`src/rtl/srd_pkg.sv`:
```
package srd_pkg;
  localparam int NUM_RATIOS = 6;
  localparam int IDX_W = 3;

  // 128,192,256,384,512,768 indexed 0..5
  function automatic int ratioVal(input int i);
    return ((i % 2) == 0) ? (128 << (i / 2)) : (192 << (i / 2));
  endfunction

  typedef struct packed {
    logic             measDone;
    logic             hit;
    logic [IDX_W-1:0] idx;
  } measStrb_t;
endpackage

```
`src/rtl/srd_reset_seq.sv`:
```
module srd_reset_seq #(
  parameter int INIT_CYCLES = 1024
) (
  input  logic clk,
  input  logic extRstN,
  input  logic powerGood,
  output logic intRst
);
  localparam int CW = (INIT_CYCLES > 1) ? $clog2(INIT_CYCLES) : 1;

  logic          rawRstN;
  logic [1:0]    relSync;
  logic          syncN;
  logic [CW-1:0] initCnt;

  assign rawRstN = extRstN & powerGood;
  assign syncN   = relSync[1];

  always_ff @(posedge clk or negedge rawRstN) begin
    if (!rawRstN) relSync <= 2'b00;
    else          relSync <= {relSync[0], 1'b1};
  end

  always_ff @(posedge clk or negedge rawRstN) begin
    if (!rawRstN) begin
      initCnt <= '0;
      intRst  <= 1'b1;
    end else if (syncN && intRst) begin
      if (initCnt == CW'(INIT_CYCLES - 1)) intRst <= 1'b0;
      else                                 initCnt <= initCnt + 1'b1;
    end
  end

  // release only once the synchronised release is seen
  p_release_after_sync_r2: assert property (@(posedge clk) disable iff (!rawRstN)
    $fell(intRst) |-> $past(syncN));
endmodule

```
`src/rtl/srd_meas_dp.sv`:
```
module srd_meas_dp
  import srd_pkg::*;
#(
  parameter int TOL   = 2,
  parameter int CNT_W = 11
) (
  input  logic      clk,
  input  logic      intRst,
  input  logic      wordClk,
  output measStrb_t strb
);
  logic [2:0]            wcSync;
  logic                  wcRise;
  logic [CNT_W-1:0]      periodCnt;
  logic                  firstSeen;
  logic [NUM_RATIOS-1:0] hitVec;
  logic [IDX_W-1:0]      hitIdx;

  assign wcRise = wcSync[1] & ~wcSync[2];

  for (genvar gi = 0; gi < NUM_RATIOS; gi++) begin : g_cls
    localparam int LO = ratioVal(gi) - TOL;
    localparam int HI = ratioVal(gi) + TOL;
    assign hitVec[gi] = (int'(periodCnt) >= LO) && (int'(periodCnt) <= HI);
  end

  always_comb begin
    hitIdx = '0;
    for (int i = 0; i < NUM_RATIOS; i++)
      if (hitVec[i]) hitIdx = IDX_W'(i);
  end

  always_ff @(posedge clk) begin
    if (intRst) begin
      wcSync    <= '0;
      periodCnt <= '0;
      firstSeen <= 1'b0;
      strb      <= '0;
    end else begin
      wcSync        <= {wcSync[1:0], wordClk};
      strb.measDone <= 1'b0;
      if (wcRise) begin
        periodCnt     <= CNT_W'(1);
        firstSeen     <= 1'b1;
        strb.measDone <= firstSeen;
        strb.hit      <= |hitVec;
        strb.idx      <= hitIdx;
      end else if (periodCnt != '1) begin
        periodCnt <= periodCnt + 1'b1;
      end
    end
  end

  // a measurement is issued only right after a word-clock edge
  p_meas_after_edge_r3: assert property (@(posedge clk) disable iff (intRst)
    strb.measDone |-> $past(wcRise));
endmodule

```
`src/rtl/srd_lock_ctrl.sv`:
```
module srd_lock_ctrl
  import srd_pkg::*;
#(
  parameter int LOCK_PERIODS = 4
) (
  input  logic                  clk,
  input  logic                  intRst,
  input  measStrb_t             strb,
  output logic [IDX_W-1:0]      ratioCode,
  output logic [NUM_RATIOS-1:0] ratioOneHot,
  output logic                  ratioValid,
  output logic                  locked,
  output logic                  muteHold
);
  localparam int MW = $clog2(LOCK_PERIODS + 1);

  logic [MW-1:0]    matchCnt;
  logic [MW-1:0]    nextMatch;
  logic [IDX_W-1:0] lastIdx;
  logic             lastHit;
  logic [IDX_W-1:0] codeR;
  logic             sameClass;

  assign sameClass = lastHit && (strb.idx == lastIdx);
  assign nextMatch = (matchCnt == MW'(LOCK_PERIODS)) ? matchCnt : matchCnt + 1'b1;

  always_ff @(posedge clk) begin
    if (intRst) begin
      matchCnt   <= '0;
      lastIdx    <= '0;
      lastHit    <= 1'b0;
      codeR      <= '0;
      ratioValid <= 1'b0;
      locked     <= 1'b0;
    end else if (strb.measDone) begin
      lastHit <= strb.hit;
      lastIdx <= strb.idx;
      if (!strb.hit) begin
        matchCnt   <= '0;
        ratioValid <= 1'b0;
        locked     <= 1'b0;
      end else if (sameClass) begin
        matchCnt   <= nextMatch;
        codeR      <= strb.idx;
        ratioValid <= nextMatch >= MW'(2);
        locked     <= nextMatch >= MW'(LOCK_PERIODS);
      end else begin
        matchCnt   <= MW'(1);
        codeR      <= strb.idx;
        ratioValid <= 1'b0;
        locked     <= 1'b0;
      end
    end
  end

  assign ratioCode = ratioValid ? codeR : '0;
  assign muteHold  = intRst | ~ratioValid;

  always_comb begin
    ratioOneHot = '0;
    for (int i = 0; i < NUM_RATIOS; i++)
      if (ratioValid && codeR == IDX_W'(i)) ratioOneHot[i] = 1'b1;
  end

  p_onehot_valid_r3: assert property (@(posedge clk) disable iff (intRst)
    ratioValid |-> ($countones(ratioOneHot) == 1));
  p_lock_needs_valid_r7: assert property (@(posedge clk) disable iff (intRst)
    locked |-> ratioValid);
  p_valid_after_hit_r5: assert property (@(posedge clk) disable iff (intRst)
    $rose(ratioValid) |-> $past(strb.measDone && strb.hit));
  p_miss_clears_r6: assert property (@(posedge clk) disable iff (intRst)
    (strb.measDone && !strb.hit) |=> !ratioValid);
endmodule

```
`src/rtl/sysclk_ratio_detector.sv`:
```
module sysclk_ratio_detector
  import srd_pkg::*;
#(
  parameter int INIT_CYCLES  = 1024,
  parameter int TOL          = 2,
  parameter int LOCK_PERIODS = 4
) (
  input  logic                  clk,
  input  logic                  extRstN,
  input  logic                  powerGood,
  input  logic                  wordClk,
  output logic [NUM_RATIOS-1:0] ratioOneHot,
  output logic [IDX_W-1:0]      ratioCode,
  output logic                  ratioValid,
  output logic                  locked,
  output logic                  muteHold,
  output logic                  intRst
);
  localparam int CNT_W = $clog2(ratioVal(NUM_RATIOS - 1) + TOL + 2) + 1;

  measStrb_t strb;

  srd_reset_seq #(.INIT_CYCLES(INIT_CYCLES)) u_rst (
    .clk(clk), .extRstN(extRstN), .powerGood(powerGood), .intRst(intRst)
  );

  srd_meas_dp #(.TOL(TOL), .CNT_W(CNT_W)) u_dp (
    .clk(clk), .intRst(intRst), .wordClk(wordClk), .strb(strb)
  );

  srd_lock_ctrl #(.LOCK_PERIODS(LOCK_PERIODS)) u_ctrl (
    .clk(clk), .intRst(intRst), .strb(strb), .ratioCode(ratioCode),
    .ratioOneHot(ratioOneHot), .ratioValid(ratioValid), .locked(locked),
    .muteHold(muteHold)
  );
endmodule

```
`config.mk`:
```
export PLATFORM = sky130hd
export DESIGN_NAME = sysclk_ratio_detector
export DESIGN_NICKNAME = d
export VERILOG_FILES = /design/src/rtl/srd_pkg.sv /design/src/rtl/srd_reset_seq.sv /design/src/rtl/srd_meas_dp.sv /design/src/rtl/srd_lock_ctrl.sv /design/src/rtl/sysclk_ratio_detector.sv
export SDC_FILE = /design/constraint.sdc
export NUM_CORES = 1
export LEC_CHECK = 0
export CORE_MARGIN = 2
export CORE_UTILIZATION = 50
export DETAILED_ROUTE_END_ITERATION = 10
export PLACE_DENSITY = 0.75
export SLEW_MARGIN = 5
export SYNTH_ARGS = -nofsm -noshare
export SYNTH_HDL_FRONTEND = slang
export SYNTH_SLANG_ARGS = --single-unit
```
`constraint.sdc`:
```
create_clock -name clk -period 2 [get_ports clk]
set_input_delay 0.3 -clock clk [delete_from_list [all_inputs] [get_ports clk]]
set_output_delay 0.3 -clock clk [all_outputs]
set_load 0.01 [all_outputs]
```
==> flow_summary.yaml <==
outcome:
  outcome: "finished clean"
grt:
  grt_util_all_layers_pct: 17.2
  grt_max_degree: 16
  grt.overflow.total: 0
  grt_pass1_wl_um: 6720
  grt_pass1_vias: 1550
  antenna_found_initial: 0
hold_path:
  hold_class: "flop to flop"
  hold_depth: 0
clocking:
  clk_latency_ps: 290
  cts_setup_buffers: 0
  path_clk_slew_ps: 80
  cts_tree: "done"
  postCtsHoldBufs: 0
  cts_buffer_depth: 2
  cts_resized: 0
  cts_root_buf: "clkbuf_8"
  htreeDepth: 2
  cts.sinks: 45
  numCtsBuffers: 5
yosys:
  synth_top_family_by_area: "simple AND/OR/NAND/NOR gates"
  synthMuxAreaShare_pct: 1.37
  synth_fa_ha_area_share_pct: 3.43
  synth_edf_count: 0
  syn_area_sq_um: 2190
  yosysMostFrequentCell: "dfxtp_1"
  synth_cells: 242
  synth_top_area_share_pct: 29.3
  synth_compound_area_share_pct: 13.6
  synth-main-ff-cell: "dfxtp_1"
  synth_seq_cells: 45
  synth_simple_gate_area_share_pct: 26.7
  synthArstFlopShare_pct: 28.9
  yosysWarnings: 0
  synth_cell_types: 47
  synthTopCellsByArea: "dfxtp_1 (29%), dfrtp_1 (14%), xnor2_1 (5.6%), nor2_1 (4.6%), nand2_1 (3.8%)"
  syn_area_per_cell_sq_um: 9.04
  synth_common_cells: "dfxtp_1 (32), nor2_1 (27), nand2_1 (22), a21oi_1 (16), xnor2_1 (14)"
  synth-xor-area-share_pct: 7.21
  ys_seq_area_share_pct: 44.2
  synth_nets: 252
  synth_top_cell_by_area: "dfxtp_1"
place:
  numPortBuffers: 16
  placedCellCount: 303
  gp_congestion: 0.871
  hpwl_um: 2740
timing:
  rsz0062_at_grt: "no"
  hold_viol: 0
  maxSlewViolCount: 0
  fmax_ghz: 0.534
  period_minus_slack_ps: 1870
  hold_slack_ps: 358
  setup-violations-final: 0
  fin_crit_sh_pct: 93.7
  tightest_slew_ps: 575
  setup_tns_ps: 0
  clock_skew_ps: 4.52
  relSlewSlack_pct: 61.6
setup_path:
  criticalPathCategory: "flop to primary output"
  cp-start-kind: "flop"
  cp-end-kind: "primary output"
  worstPathMaxFanout: 4
  rr_worst_depth: 6
  cp.required_ps: 1700
  arrival_ps: 1570
finish:
  nNetsFinal: 268
  area_delta_synth_final_pct: 14.2
  regArea_sq_um: 968
  multi_input_area_sq_um: 1150
  nFillCells: 394
  diodes: 0
  fin_cells: 311
  layout-drive-gt1-share_pct: 10.4
pwr:
  total_power_mw: 2.06
  ir_drop_mv: 0.589
  powerDensity_nw_per_um2: 825
  static-leakage-power_nw: 0.980
drt:
  route.vias.total: 1666
  vias_per_cell: 5.36
  dr.pass1.iters: 4
  ant_nets: 0
  drc: 0
  drt_iter0_drc: 107
  wl_per_cell_um: 12.1
  wirelength_um: 3760
die:
  die_h_um: 70.1
  fp.dieW_um: 70.1
  ioPinCount: 17
  core_sq_um: 4290
  rows: 24
  start_util_pct: 50.9
  dieArea_sq_um: 4920
run:
  cap_violations: 0
-- layer usage --
layer  share of wire (%)  GRT usage (%)  wire length [um]  vias up
met1                  49           20.8              1830      769
met4                 2.0           7.91                76        0
met3                 3.4           4.47               126        6
li1                    -              -                 -      867
met2                  46           28.8              1720       24
met5                   0              0                 0        -
-- placed cells by master, fill, tap and decap left out, types with 6 or more instances in the layout --
master,netlist,layout
clkbuf_8,0,7
nand2_1,22,22
dfxtp_1,32,31
nand3_1,11,11
nor2_1,27,27
nand2b_1,8,8
nor3_1,10,10
xnor2_1,14,14
nor2b_1,6,6
a21oi_1,16,16
dfrtp_1,12,12
ha_1,6,6
inv_1,6,6
o21ai_0,9,9
clkdlybuf4s50_1,0,16
-- worst paths after layout --
path	start	to	slack, ps
min in group asynchronous	powerGood	u_rst.initCnt[4]	470
worst min-delay path	u_rst.relSync[0]	u_rst.relSync[1]	360
worst max register to register	u_rst.initCnt[0]	u_rst.initCnt[7]	230
worst max-delay path	u_ctrl.codeR[2]	ratioOneHot[2]	130
worst min register to register	u_rst.relSync[0]	u_rst.relSync[1]	360
max in group asynchronous	extRstN	u_rst.relSync[1]	1160
-- where the power goes --
group / internal (mW) / switching, mW
clock network: 0.312 / 0.291
logic: 0.174 / 0.157
registers: 0.995 / 0.132
total: 1.48 / 0.580
-- final cells by class --
type	instances	share of cell area, %
timing repair buffer	20	7.61
inverter	7	1.05
multi-input combinational	179	45.9
clock inverter	1	0.200
clock buffer	7	3.86
sequential	45	38.8
tap	52	2.60
-- cells by family (layout without fill, tap and decap cells) --
logic type / count (synthesis) / in the layout
AO/OA/AOI/OAI: 43 / 43
XOR/XNOR: 18 / 18
adder cells (fa/ha/maj): 6 / 6
buffers and inverters: 18 / 35
flip-flops: 45 / 45
multiplexers: 3 / 3
other: 1 / 1
AND/OR/NAND/NOR: 108 / 108
-- registers in the layout, indices dropped and copies added (netlist names) --
signal and flops:
u_rst.relSync 2, u_ctrl.lastHit 1, u_dp.firstSeen 1, u_ctrl.ratioValid 1, u_rst.intRst 1, u_dp.wcSync 3
u_ctrl.codeR 3, u_dp.strb 5, u_ctrl.lastIdx 3, u_dp.periodCnt 11, u_rst.initCnt 10, u_ctrl.locked 1
u_ctrl.matchCnt 3
-- through the flow --
stage	setup WS (ps)	util, %	instance area, sq um
after floorplan	369	-	2190
after global placement	302	55.8	2400
after detailed placement	242	55.8	2400
after CTS	31.2	58.2	2500
after global routing	22.5	58.2	2500
final	126	58.2	2500
-- critical path: stages (launching register included) --
cell and delay (ps):
dfxtp_1 330, nand2b_1 170, nor3b_1 220, clkdlybuf4s50_1 570
Note: power is estimated with default switching activity, not from simulation.
